[config.mk]
export PLATFORM = sky130hd
export DESIGN_NAME = gpio_bus_port
export DESIGN_NICKNAME = d
export VERILOG_FILES = /design/src/rtl/gpio_port_pkg.sv /design/src/rtl/gpio_sync.sv /design/src/rtl/gpio_regs.sv /design/src/rtl/gpio_pinctl.sv /design/src/rtl/gpio_bus_port.sv
export SDC_FILE = /design/constraint.sdc
export NUM_CORES = 1
export LEC_CHECK = 0
export BUFFER_PORTS_ARGS = -buffer_cell sky130_fd_sc_hd__buf_2
export CORE_ASPECT_RATIO = 0.5
export CORE_MARGIN = 4
export CORE_UTILIZATION = 48
export CTS_CLUSTER_SIZE = 10
export DETAILED_ROUTE_END_ITERATION = 7
export MAX_ROUTING_LAYER = met4
export PLACE_DENSITY = 0.85
export SLEW_MARGIN = 0
export SYNTH_ARGS = -nofsm -noshare
export SYNTH_HDL_FRONTEND = slang
export SYNTH_SLANG_ARGS = --single-unit
[constraint.sdc]
create_clock -name clk -period 1.95 [get_ports clk]
set_clock_uncertainty 0.2 [all_clocks]
set_input_delay 0.195 -clock clk [delete_from_list [all_inputs] [get_ports clk]]
set_output_delay 0.195 -clock clk [all_outputs]
set_load 0.01 [all_outputs]
[src/rtl/gpio_port_pkg.sv]
package gpio_port_pkg;

  typedef enum logic [1:0] {
    SEL_NONE = 2'd0,
    SEL_DATA = 2'd1,
    SEL_DIR  = 2'd2
  } reg_sel_e;

  // Map a byte offset onto one of the two registers.
  function automatic reg_sel_e decode_sel(input int unsigned addr,
                                          input int unsigned data_ofs,
                                          input int unsigned dir_ofs);
    if (addr == data_ofs)     return SEL_DATA;
    else if (addr == dir_ofs) return SEL_DIR;
    else                      return SEL_NONE;
  endfunction

endpackage

[src/rtl/gpio_sync.sv]
module gpio_sync #(
  parameter int WIDTH  = 8,
  parameter int STAGES = 2
) (
  input  logic             clk,
  input  logic             rst_n,
  input  logic [WIDTH-1:0] d,
  output logic [WIDTH-1:0] q
);
  logic [WIDTH-1:0] stage_q [STAGES];

  for (genvar s = 0; s < STAGES; s++) begin : g_stage
    always_ff @(posedge clk or negedge rst_n) begin
      if (!rst_n)      stage_q[s] <= '0;
      else if (s == 0) stage_q[s] <= d;
      else             stage_q[s] <= stage_q[(s == 0) ? 0 : s-1];
    end
  end

  assign q = stage_q[STAGES-1];
endmodule

[src/rtl/gpio_regs.sv]
module gpio_regs
  import gpio_port_pkg::*;
#(
  parameter int WIDTH = 8
) (
  input  logic             clk,
  input  logic             rst_n,
  input  logic             wr_en,
  input  reg_sel_e         sel,
  input  logic [WIDTH-1:0] wdata,
  output logic [WIDTH-1:0] dat_q,
  output logic [WIDTH-1:0] dir_q,
  output logic             wr_dat_hit,
  output logic             wr_dir_hit
);
  assign wr_dat_hit = wr_en && (sel == SEL_DATA);
  assign wr_dir_hit = wr_en && (sel == SEL_DIR);

  always_ff @(posedge clk or negedge rst_n) begin
    if (!rst_n)          dat_q <= '0;
    else if (wr_dat_hit) dat_q <= wdata;
  end

  always_ff @(posedge clk or negedge rst_n) begin
    if (!rst_n)          dir_q <= '0;
    else if (wr_dir_hit) dir_q <= wdata;
  end
endmodule

[src/rtl/gpio_pinctl.sv]
module gpio_pinctl
  import gpio_port_pkg::*;
#(
  parameter int WIDTH = 8
) (
  input  reg_sel_e         sel,
  input  logic             emu_mode,
  input  logic [WIDTH-1:0] emu_rdata,
  input  logic [WIDTH-1:0] dat_q,
  input  logic [WIDTH-1:0] dir_q,
  input  logic [WIDTH-1:0] pin_sync,
  input  logic             xfn_own,
  input  logic [WIDTH-1:0] xfn_oe,
  input  logic [WIDTH-1:0] xfn_dout,
  output logic [WIDTH-1:0] rdata,
  output logic [WIDTH-1:0] pad_oe,
  output logic [WIDTH-1:0] pad_out
);
  // Per-bit read source: latch for outputs, synchronized pad for inputs.
  function automatic logic [WIDTH-1:0] mix_read(input logic [WIDTH-1:0] dir,
                                                input logic [WIDTH-1:0] dat,
                                                input logic [WIDTH-1:0] pin);
    return (dir & dat) | (~dir & pin);
  endfunction

  function automatic logic [WIDTH-1:0] pick(input logic             own,
                                            input logic [WIDTH-1:0] ext,
                                            input logic [WIDTH-1:0] loc);
    return own ? ext : loc;
  endfunction

  assign pad_oe  = pick(xfn_own, xfn_oe, dir_q);
  assign pad_out = pick(xfn_own, xfn_dout, dat_q);

  always_comb begin
    rdata = '0;
    if (sel != SEL_NONE) begin
      if (emu_mode)            rdata = emu_rdata;
      else if (sel == SEL_DIR) rdata = dir_q;
      else                     rdata = mix_read(dir_q, dat_q, pin_sync);
    end
  end
endmodule

[src/rtl/gpio_bus_port.sv]
module gpio_bus_port
  import gpio_port_pkg::*;
#(
  parameter int WIDTH       = 8,
  parameter int ADDR_W      = 4,
  parameter int DATA_OFS    = 3,
  parameter int DIR_OFS     = 7,
  parameter int SYNC_STAGES = 2
) (
  input  logic              clk,
  input  logic              rst_n,
  input  logic [ADDR_W-1:0] bus_addr,
  input  logic              bus_wr,
  input  logic [WIDTH-1:0]  bus_wdata,
  output logic [WIDTH-1:0]  bus_rdata,
  input  logic [WIDTH-1:0]  pad_in,
  output logic [WIDTH-1:0]  pad_out,
  output logic [WIDTH-1:0]  pad_oe,
  input  logic              xfn_own,
  input  logic [WIDTH-1:0]  xfn_oe,
  input  logic [WIDTH-1:0]  xfn_dout,
  input  logic              emu_mode,
  input  logic [WIDTH-1:0]  emu_rdata,
  output logic              emu_wr_en,
  output logic [ADDR_W-1:0] emu_wr_addr,
  output logic [WIDTH-1:0]  emu_wr_data
);
  reg_sel_e         sel;
  logic [WIDTH-1:0] dat_q;
  logic [WIDTH-1:0] dir_q;
  logic [WIDTH-1:0] pin_sync;
  logic             wr_dat_hit;
  logic             wr_dir_hit;

  assign sel = decode_sel(int'(unsigned'(bus_addr)), DATA_OFS, DIR_OFS);

  gpio_regs #(.WIDTH(WIDTH)) u_regs (
    .clk        (clk),
    .rst_n      (rst_n),
    .wr_en      (bus_wr),
    .sel        (sel),
    .wdata      (bus_wdata),
    .dat_q      (dat_q),
    .dir_q      (dir_q),
    .wr_dat_hit (wr_dat_hit),
    .wr_dir_hit (wr_dir_hit)
  );

  gpio_sync #(.WIDTH(WIDTH), .STAGES(SYNC_STAGES)) u_sync (
    .clk   (clk),
    .rst_n (rst_n),
    .d     (pad_in),
    .q     (pin_sync)
  );

  gpio_pinctl #(.WIDTH(WIDTH)) u_pin (
    .sel       (sel),
    .emu_mode  (emu_mode),
    .emu_rdata (emu_rdata),
    .dat_q     (dat_q),
    .dir_q     (dir_q),
    .pin_sync  (pin_sync),
    .xfn_own   (xfn_own),
    .xfn_oe    (xfn_oe),
    .xfn_dout  (xfn_dout),
    .rdata     (bus_rdata),
    .pad_oe    (pad_oe),
    .pad_out   (pad_out)
  );

  // Mirror of mapped writes toward the external bus in emulation mode.
  assign emu_wr_en   = emu_mode && (wr_dat_hit || wr_dir_hit);
  assign emu_wr_addr = bus_addr;
  assign emu_wr_data = bus_wdata;
endmodule

# Word-level counts from Yosys, hierarchy flattened
# Index checks and enable logic that the tools add are counted.
dict set report word_totals {
  input_bits 49
  elab_cells 24
  output_inout_bits 37
  reg_bits 32
}
dict set report op_classes {
  n_bitwise 4
  n_reduce_logical 5
  n_eq_ne 4
  muxes 7
}
# cell count
set op_table {}
lappend op_table {{2-to-1 mux 8 bit} 5}
lappend op_table {{bitwise AND 8 bit} 2}
lappend op_table {{NOT 8 bit} 1}
lappend op_table {{bitwise OR 8 bit} 1}
lappend op_table {{== test 4 x 2 -> 1 bit (second input constant)} 1}
lappend op_table {{== test 4 x 3 -> 1 bit (second input constant)} 1}
lappend op_table {{2-to-1 mux 2 bit} 2}
lappend op_table {{logical AND 1 bit} 3}
lappend op_table {{== test 2 x 1 -> 1 bit (second input constant)} 1}
lappend op_table {{== test 2 bit (second input constant)} 1}
lappend op_table {{nonzero test 2 bit} 1}
lappend op_table {{logical OR 1 bit} 1}

# Depth between registers and ports, before layout
# Gate-level depths: netlist (run 1).
dict set report logic_depth {
  depth_word 7
  ltp_mapped 4
  depth_no_buf 3
}

# By module
# A second synthesis (run 1) with hierarchy kept.
dict set report unflattened {
  hier_cells 132
  area_unflattened_um2 1716.6
}
# mod seq_area_each_um2 cells_each n_inst area_each_um2
set by_module_without_submodules {}
lappend by_module_without_submodules {gpio_regs 400.4 36 1 628.1}
lappend by_module_without_submodules {gpio_pinctl 0.0 57 1 506.7}
lappend by_module_without_submodules {gpio_sync 400.4 24 1 460.4}
lappend by_module_without_submodules {gpio_bus_port 0.0 15 1 121.4}

# Least setup slack after synthesis (run 1)
# OpenSTA, ideal clock, no wires.
dict set report synth_path {
  kind {input -> output}
  start {in emu_mode}
  end {out bus_rdata[6]}
  cell_stages 4
  path_buffers 2
  arrival_ns 1.010
  required_ns 1.555
  path_slack_ns 0.545
  cell_sequence {buf_2 buf_1 a211oi_1 nor3_1}
}
dict set report synth_between {
  elab_chain_len 2
}
# item line_no
set synth_rtl {}
lappend synth_rtl {{from (decl)} gpio_bus_port.sv:22} ;# input logic emu_mode,
lappend synth_rtl {{2-to-1 mux 8 bit} gpio_pinctl.sv:38} ;# if (emu_mode) rdata = emu_rdata;
lappend synth_rtl {{2-to-1 mux 8 bit} gpio_pinctl.sv:37} ;# if (sel != SEL_NONE) begin
lappend synth_rtl {{to (decl)} gpio_bus_port.sv:15} ;# output logic [WIDTH-1:0] bus_rdata,
# No other way between the ends.

# Worst setup path after layout (run 1)
dict set report layout_path {
  start {in bus_addr[3]}
  end {out bus_rdata[0]}
}
dict set report layout_between {
  elab_chain_len 7
  word_cells_on_any_way 9
  classes_between {eq/ne (3); mux (5); reduce/logical (1)}
}
# item line_no
set layout_rtl {}
lappend layout_rtl {{from (decl)} gpio_bus_port.sv:12} ;# input logic [ADDR_W-1:0] bus_addr,
lappend layout_rtl {{== test 4 x 3 -> 1 bit} gpio_port_pkg.sv:14} ;# else if (addr == dir_ofs) return SEL_DIR;
lappend layout_rtl {{2-to-1 mux 2 bit} gpio_port_pkg.sv:14}
lappend layout_rtl {{2-to-1 mux 2 bit *} gpio_port_pkg.sv:13} ;# if (addr == data_ofs) return SEL_DATA;
lappend layout_rtl {{== test 2 bit} gpio_pinctl.sv:39} ;# else if (sel == SEL_DIR) rdata = dir_q;
lappend layout_rtl {{2-to-1 mux 8 bit} gpio_pinctl.sv:39}
lappend layout_rtl {{2-to-1 mux 8 bit} gpio_pinctl.sv:38}
lappend layout_rtl {{2-to-1 mux 8 bit *} gpio_pinctl.sv:37}
# Mark *: on every way between the ends. The rest lies on a longest branch, timed or not.

==> metrics, run 1 <==
DRC 0; RSZ-0062 raised after global routing no; die area 4372 sq um; worst-path maximum fanout 8; CTS Buf Count 5; Final setup violation count 0; clock sink count 32; Peak VDD IR 0.5433 mV; Least-Margin Pin Slew 0.6619 ns; DR WL/cell 15.84 um; FF+latch count, synth 32; FILL cells 213; initial antenna violation count 0; DR iter-0 viols 66; die height 48.80 um; Ys Warns 0; vias in the first global route 1318; Sw Ratio 24.45%; CTS H-Tree Depth 2; fmax 0.5558 GHz; Pint 1.466 mW; post-route design area 2252 sq um; arrival time at the worst endpoint 1.40 ns; Antenna diodes 0; CTS clock-pin slew for the worst setup and hold paths 0.07 ns; router iterations before antenna repair 4; Crit path required time 1.55 ns; Worst-Skew Late Latency 0.27 ns; switching power 0.4743 mW; CTS tree done; final core utilization 72.64%; Final HPWL DP 2863 um; dpl cells 230; max-slew violations 0; # nets final 263; I/O Pins 86; period utilisation layout 92.27%; Finished Layout Cells 255; overall global routing resource usage 20.49%; antenna viol nets, final 0; Hold Vio Cnt, Final 0; layout cells sized above 1 59.53%; clk root buf clkbuf_8; post-synthesis cell type count 17; hold crit path type reg -> reg; row count 14; # port buffers 85; Post-Syn Area per Cell 13.10 sq um; Chip Width 89.60 um; Mapped Cells 122; vias 1317; crit start category input pin; Clock Path Buffers 2; Clock Power Share 34.9%; Max Cap Viol 0; Post-DP Area 1956 sq um; routability cong. 0.7864; final setup TNS 0 ns; post-synthesis sequential area ratio 50.12%; P per Cell Area 861.5 nW/um^2; slew margin rel. 55.87%; first-pass GRT wire length 6527 um; synthesized area 1598 sq um; sequential share of power 43.2%; Net Count, Synth 171; combinational power share 21.9%; Final Critical Period 1.799 ns; largest net degree at the start of global routing 33; static leakage 1.104 nW; status finished clean; Vias/cell 5.165; Core ar. 3100 sq um; Congestion Overflow GR 0; WL final 4039 um; Area Overhead vs Synth 40.96%; flop2flop setup slack 0.95 ns; WS Path Type in -> out; Initial Utilization 51.53%; Crit. End Element output pin
Yosys cell counts:
| master | count | area share (%) |
|---|---|---|
| inv_1 | 1 | 0.23 |
| o21ai_0 | 8 | 2.5 |
| nor3_1 | 8 | 2.5 |
| nor4b_1 | 8 | 4.4 |
| buf_4 | 13 | 6.1 |
| mux2_4 | 8 | 7.5 |
| nand3_4 | 1 | 1.1 |
| mux2_2 | 24 | 17 |
| nand4b_1 | 1 | 0.55 |
| buf_6 | 1 | 0.70 |
| a211oi_1 | 8 | 3.8 |
| buf_1 | 1 | 0.23 |
| and3b_1 | 2 | 1.1 |
| and3_1 | 1 | 0.39 |
| buf_2 | 4 | 1.3 |
| and4b_1 | 1 | 0.63 |
| dfrtp_1 | 32 | 50 |
layout make-up:
class	instances	area [sq um]	area share (%)
Clock buffer	7	96.34	4.278
Clock inverter	1	30.03	1.333
Multi-Input combinational cell	70	660.6	29.33
Inverter	1	3.754	0.1667
Sequential cell	32	800.8	35.56
Timing Repair Buffer	104	610.6	27.11
Tap cell	40	50.05	2.222
per-stage QoR:
step                total power [mW]  hold WS [ns]  worst slack [ns]
floorplan                      1.089       -0.3006            0.5452
global placement               1.229       0.06105            0.2659
detailed placement             1.245       0.06299            0.2428
CTS                            1.953        0.1488            0.1897
global route                   2.034        0.1506           0.07182
finish                         1.940        0.1467            0.1508
kinds of logic after synthesis:
family | synth area share [%]
muxes | 24.43
DFF | 50.12
and+or+nand+nor | 10.65
buffers and inverters | 8.535
AOI/OAI and AO/OA | 6.265
placed cells by master (no fill, tap or decap), drive strengths merged:
| cell | count |
|---|---|
| nand4b | 1 |
| o21ai | 8 |
| inv | 1 |
| nor4b | 8 |
| bufinv | 1 |
| nand3 | 1 |
| and3 | 1 |
| and3b | 2 |
| dfrtp | 32 |
| mux2 | 32 |
| clkbuf | 7 |
| dlygate4sd3 | 17 |
| nor3 | 8 |
| and4b | 1 |
| a211oi | 8 |
| buf | 87 |
flip-flops by register name, indices dropped and copies added, names as in the netlist:
| register | cells |
|---|---|
| u_regs.dat_q | 8 |
| u_regs.dir_q | 8 |
| u_sync.q | 8 |
| u_sync.stage_q | 8 |
worst paths after layout:
path | start | end | depth (start not counted)
worst min-delay path | u_sync.stage_q[15] | u_sync.q[7] | 0
worst max register to register | u_regs.dat_q[3] | u_regs.dat_q[3] | 1
max in group asynchronous | rst_n | u_sync.stage_q[13] | 2
min in group asynchronous | rst_n | u_regs.dat_q[5] | 2
worst min register to register | u_sync.stage_q[15] | u_sync.q[7] | 0
worst max-delay path | bus_addr[3] | bus_rdata[0] | 5
metal layers:
metal / vias up / track usage, % / wire length [um]
met3: 6 / 5.565 / 276
met5: - / - / 0
met2: 46 / 34.95 / 2185
li1: 623 / - / -
met4: 0 / 6.188 / 52
met1: 642 / 23.43 / 1525
critical path, stage by stage:
cell,delay (ns)
buf_2,0.11
nand4b_1,0.43
a211oi_1,0.43
nor3_1,0.09
buf_2,0.15
power groups by stage:
stage          logic [mW]  clock network [mW]  registers (mW)
2_1_floorplan       0.270                   0           0.819
3_3_place_gp        0.384                   0           0.845
3_5_place_dp        0.397                   0           0.848
4_1_cts             0.426               0.691           0.836
5_1_grt             0.461               0.717           0.855
6_report            0.425               0.677           0.838
timing repair:
action,CTS,global route
endpoints found under the hold margin,56,0
endpoints found under the setup margin,0,0
resized for setup,0,0
setup buffers,0,0
hold buffers,17,0
Note: power is estimated with default switching activity, not from simulation.
==> run 2, diff against run 1 <==
Settings changed: ABC_AREA from default to 1, CORE_UTILIZATION 48 to 49, PLACE_DENSITY 0.85 to 0.84, SETUP_SLACK_MARGIN from default to 0.02.
Clock period 1.95 ns to 2.28 ns, I/O delays scaled along.
==> run 2 against run 1 <==
Compared with the run above: die area up 8.2%; cell count up 36%; critical endpoint is now bus_rdata[1]; core utilization down 5.7 points; via count up 20%; register-to-register slack better by 0.42 ns; non-clock buffer count down 10.
==> metrics, run 2 <==
status finished clean; Hold Vio Cnt, Final 0; Vias/cell 4.557; synthesized area 1784 sq um; hold crit path type in -> reg; CTS clock-pin slew for the worst setup and hold paths 0.06 ns; CTS H-Tree Depth 2; Worst-Skew Late Latency 0.28 ns; clk root buf clkbuf_8; Mapped Cells 215; FILL cells 277; crit start category flip-flop; Antenna diodes 0; multi-input logic area 734.5 sq um; Clock Path Buffers 2; Final setup violation count 0; arrival time at the worst endpoint 1.27 ns; hold path depth 3; hold_buf cts 9; Crit. End Element output pin; router iterations before antenna repair 4; Area Overhead vs Synth 30.22%; largest net degree at the start of global routing 33; die area 4729 sq um; DR WL/cell 11.65 um; Net Count, Synth 264; CTS Buf Count 5; static leakage 1.330 nW; pre-CTS setup slack 0.6480 ns; worst-path maximum fanout 4; slew margin rel. 55.11%; first-pass GRT wire length 6403 um; Chip Width 93.34 um; antenna viol nets, final 0; Sw Ratio 28.72%; CTS tree done; combinational power share 23.4%; layout cells sized above 1 40.07%; Clock Power Share 32.7%; Synth Flop Type dfrtp_1; die height 50.67 um; # port buffers 85; most frequent cells in the layout buf_2, nand2_1, dfrtp_1; setup ws final 0.5792 ns; Synth area leaders dfrtp_1, nand2_1, o21ai_2, inv_1, buf_4; EDFF count, synth 0; largest area contributor in the netlist dfrtp_1; Congestion Overflow GR 0; Peak VDD IR 0.3629 mV; FF/Latch Area 800.8 sq um; clock sink count 32; DRC 0; overall global routing resource usage 17.66%; P per Cell Area 684.1 nW/um^2; routability cong. 0.7972; post-synthesis cell type count 19; Final Critical Period 1.701 ns; Least-Margin Pin Slew 0.6734 ns; Max Cap Viol 0; Ys Warns 0; period utilisation layout 74.60%; FF+latch count, synth 32; Final HPWL DP 2968 um; I/O Pins 86; initial antenna violation count 0; Post-Syn Area per Cell 8.299 sq um; most numerous cell in the Yosys netlist nand2_1; Power Total 1.589 mW; max-slew violations 0; final setup TNS 0 ns; CTS resizes 0; switching power 0.4564 mW; Core ar. 3472 sq um; vias 1586; vias in the first global route 1478; most common library cells after synthesis nand2_1, dfrtp_1, inv_1; Post-synth ARST share 100.0%; DR iter-0 viols 125; Post-CTS Setup Bufs 0; Synth top area share 44.88%; RSZ-0062 raised after global routing no; post-synthesis sequential area ratio 44.88%; fmax 0.5880 GHz; most common cell after layout, fill and taps aside buf_2; Initial Utilization 51.39%; sequential share of power 43.9%; Pint 1.133 mW; Crit path required time 1.85 ns; row count 15; # nets final 345; r2r worst-path depth 2; WL final 4054 um; WS Path Type reg -> out
-- run 2: cell types whose count changed after synthesis, sizes merged, moves of 2 or more --
| cell | before | now |
|---|---|---|
| nor3 | 8 | 0 |
| nand2 | 0 | 66 |
| mux2 | 32 | 8 |
| and3b | 2 | 0 |
| o21ai | 8 | 24 |
| nand3 | 1 | 18 |
| inv | 1 | 27 |
| a211oi | 8 | 0 |
| nor4b | 8 | 0 |
| nor2 | 0 | 18 |
-- run 2: cells by family after synthesis --
group           count (synthesis)  share of synthesized area [%]
simple gates                  103                          25.53
mux                             8                          5.049
compound gates                 25                          10.59
flops                          32                          44.88
buf+inv                        47                          13.96
-- run 2: power by group through the flow --
stage	clock network, mW	logic (mW)	registers [mW]
final	0.519	0.372	0.698
after global routing	0.554	0.418	0.708
after CTS	0.531	0.375	0.697
after detailed placement	0	0.359	0.707
after global placement	0	0.349	0.704
after floorplan	0	0.250	0.691
-- run 2: stage by stage --
stage	hold slack, ns	cell area (sq um)	util [%]	cells
floorplan	-0.2676	1784	-	215
global placement	0.1004	2126	61.23	331
detailed placement	0.1013	2126	61.23	331
CTS	0.04297	2323	66.92	348
global route	0.04692	2323	66.92	348
finish	0.04655	2323	66.92	348
-- run 2: routing by layer --
layer  routed length [um]  GRT usage [%]  vias to the layer above
met5                    0              -                        -
met4                   16          4.380                        0
met3                  272          4.641                        2
met2                 2086          30.77                       55
met1                 1678          20.57                      712
li1                     -              -                      817
-- run 2: final cells by class --
cell class / count / share of cell area (%)
Timing Repair Buffer: 94 / 22.19
Clock buffer: 6 / 3.123
Sequential cell: 32 / 34.46
Clock inverter: 2 / 1.508
Tap cell: 51 / 2.746
Inverter: 27 / 4.362
Multi-Input combinational cell: 136 / 31.61
-- run 2: worst max-delay path, cell delays in order (launching register included) --
cell	delay (ns)
dfrtp_1	0.41
inv_1	0.09
nand2_1	0.06
nand2_1	0.06
nand2_1	0.06
nand3_1	0.07
nand2_1	0.06
inv_1	0.06
buf_2	0.13
-- run 2: path summary, 6_finish.rpt --
check / start / end / slack [ns]
min in group asynchronous: rst_n / u_sync.q[3] / 0.33
hold / removal: bus_wdata[5] / u_regs.dir_q[5] / 0.05
setup reg to reg: u_regs.dir_q[2] / u_regs.dir_q[2] / 1.37
hold reg to reg: u_sync.stage_q[8] / u_sync.q[0] / 0.15
setup / recovery: u_regs.dir_q[1] / bus_rdata[1] / 0.58
max in group asynchronous: rst_n / u_regs.dat_q[4] / 1.12
==> run 3, diff against run 2 <==
Settings changed: CORE_UTILIZATION 49 to 41, PLACE_DENSITY 0.84 to 0.75.
Clock period 2.28 ns to 1.5 ns, I/O delays scaled along.
==> run 3 against run 2 <==
Compared with the run above: the flow now finishes with violations (setup timing); via count increased by 11%; clock power rose by 32%; sequential power up 52%; power grew 58%; flip-flop and latch count unchanged; critical path depth unchanged; first-iteration DRC count fell by 62%; setup slack worse by 0.70 ns; largest power group unchanged; highest routed layer unchanged.
==> metrics, run 3 (synthesis gave the netlist of run 2 again) <==
Least-Margin Pin Slew 0.3807 ns; post-route design area 2634 sq um; fmax 0.6177 GHz; DR iter-0 viols 47; router iterations before antenna repair 4; CTS H-Tree Depth 2; I/O Pins 86; Chip Width 101.3 um; largest net degree at the start of global routing 19; vias in the first global route 1673; die height 54.65 um; initial antenna violation count 0; Final Critical Period 1.619 ns; multi-input logic area 759.5 sq um; Vias/cell 4.581; overall global routing resource usage 17.59%; dpl cells 343; clk root buf clkbuf_8; Peak VDD IR 0.4177 mV; most frequent cells in the layout buf_2, nand2_1, dfrtp_1; die area 5535 sq um; final setup TNS -0.5331 ns; Hold Vio Cnt, Final 0; # port buffers 85; Congestion Overflow GR 0; FILL cells 322; Clock Path Buffers 2; DRC 0; FF-to-FF Start u_regs.dir_q[4]; clock sink count 32; Final setup violation count 8; vias 1759; Final HPWL DP 3258 um; Setup crit start u_regs.dir_q[1]; first-pass GRT wire length 7279 um; row count 16; Max Cap Viol 0; Crit. End Element output pin; Area Overhead vs Synth 47.62%; worst-path maximum fanout 4; static leakage 1.492 nW; arrival time at the worst endpoint 1.27 ns; max-slew violations 0; FF/Latch Area 800.8 sq um; crit start category flip-flop; period utilisation layout 107.9%; CTS tree done; WS Path Type reg -> out; slew margin rel. 74.62%; Initial Utilization 44.12%; WL final 4686 um; CTS clock-pin slew for the worst setup and hold paths 0.07 ns; most common cell after layout, fill and taps aside buf_2; setup ws final -0.1189 ns; violated checks setup timing; Power Total 2.514 mW; Post-DP Area 2210 sq um; layout cells sized above 1 47.88%; antenna viol nets, final 0; # nets final 378; P per Cell Area 954.6 nW/um^2; Finished Layout Cells 384; status finished with violations; Crit path required time 1.15 ns; Core ar. 4044 sq um; RSZ-0062 raised after global routing yes; hold crit path type in -> async; routability cong. 0.7968; DR WL/cell 12.20 um; Worst-Skew Late Latency 0.28 ns; CTS Buf Count 5; Antenna diodes 0
[run 3: critical path: stages, from the launching register on]
cell     delay [ns]
dfrtp_1        0.41
inv_1          0.07
nand2_1        0.08
nand2_1        0.05
nand2_1        0.08
nand3_2        0.08
nand2_2        0.07
inv_2          0.04
buf_6          0.11
[run 3: final timing paths]
| kind | to | slack (ns) | cells past startpoint |
|---|---|---|---|
| hold reg to reg | u_sync.q[7] | 0.14 | 0 |
| setup / recovery | bus_rdata[1] | -0.12 | 8 |
| max in group asynchronous | u_regs.dir_q[7] | 0.58 | 3 |
| min in group clk | u_sync.q[7] | 0.14 | 0 |
| setup reg to reg | u_regs.dir_q[4] | 0.41 | 4 |
| hold / removal | u_sync.stage_q[8] | 0.11 | 2 |
[run 3: layer usage]
| layer | GRT usage (%) | part of all wire (%) |
|---|---|---|
| met5 | - | 0 |
| met4 | 5.298 | 1.2 |
| met3 | 3.435 | 7.5 |
| met2 | 31.93 | 51 |
| met1 | 20.27 | 41 |
[run 3: per-stage QoR]
stage / setup WS [ns] / hold slack [ns] / utilization, %
floorplan: 0.3012 / -0.3456 / -
global placement: 0.08765 / -0.1278 / 54.64
detailed placement: 0.09723 / -0.1193 / 54.64
CTS: -0.08038 / 0.1198 / 61.88
global route: -0.1744 / 0.1437 / 65.13
finish: -0.1189 / 0.1095 / 65.13
[run 3: final cells by class]
| class | instances | area share, % |
|---|---|---|
| well taps | 54 | 2.565 |
| inverters | 27 | 3.848 |
| clock buffers | 6 | 3.135 |
| flip-flops and latches | 32 | 30.40 |
| repair buffers | 127 | 30.83 |
| clock inverters | 2 | 0.3800 |
| multi-input cells | 136 | 28.84 |
[run 3: repair_timing]
action / 4_1_cts / 5_1_grt
pin swaps: 0 / 6
endpoints found under the hold margin: 56 / 0
hold buffers: 17 / 0
setup buffers: 4 / 12
gates resized for setup: 0 / 19
endpoints found under the setup margin: 8 / 12
[run 3: power breakdown]
group	internal, mW	total [mW]	switching (mW)
logic	0.402	0.766	0.364
clock network	0.366	0.684	0.318
registers	0.973	1.06	0.0914
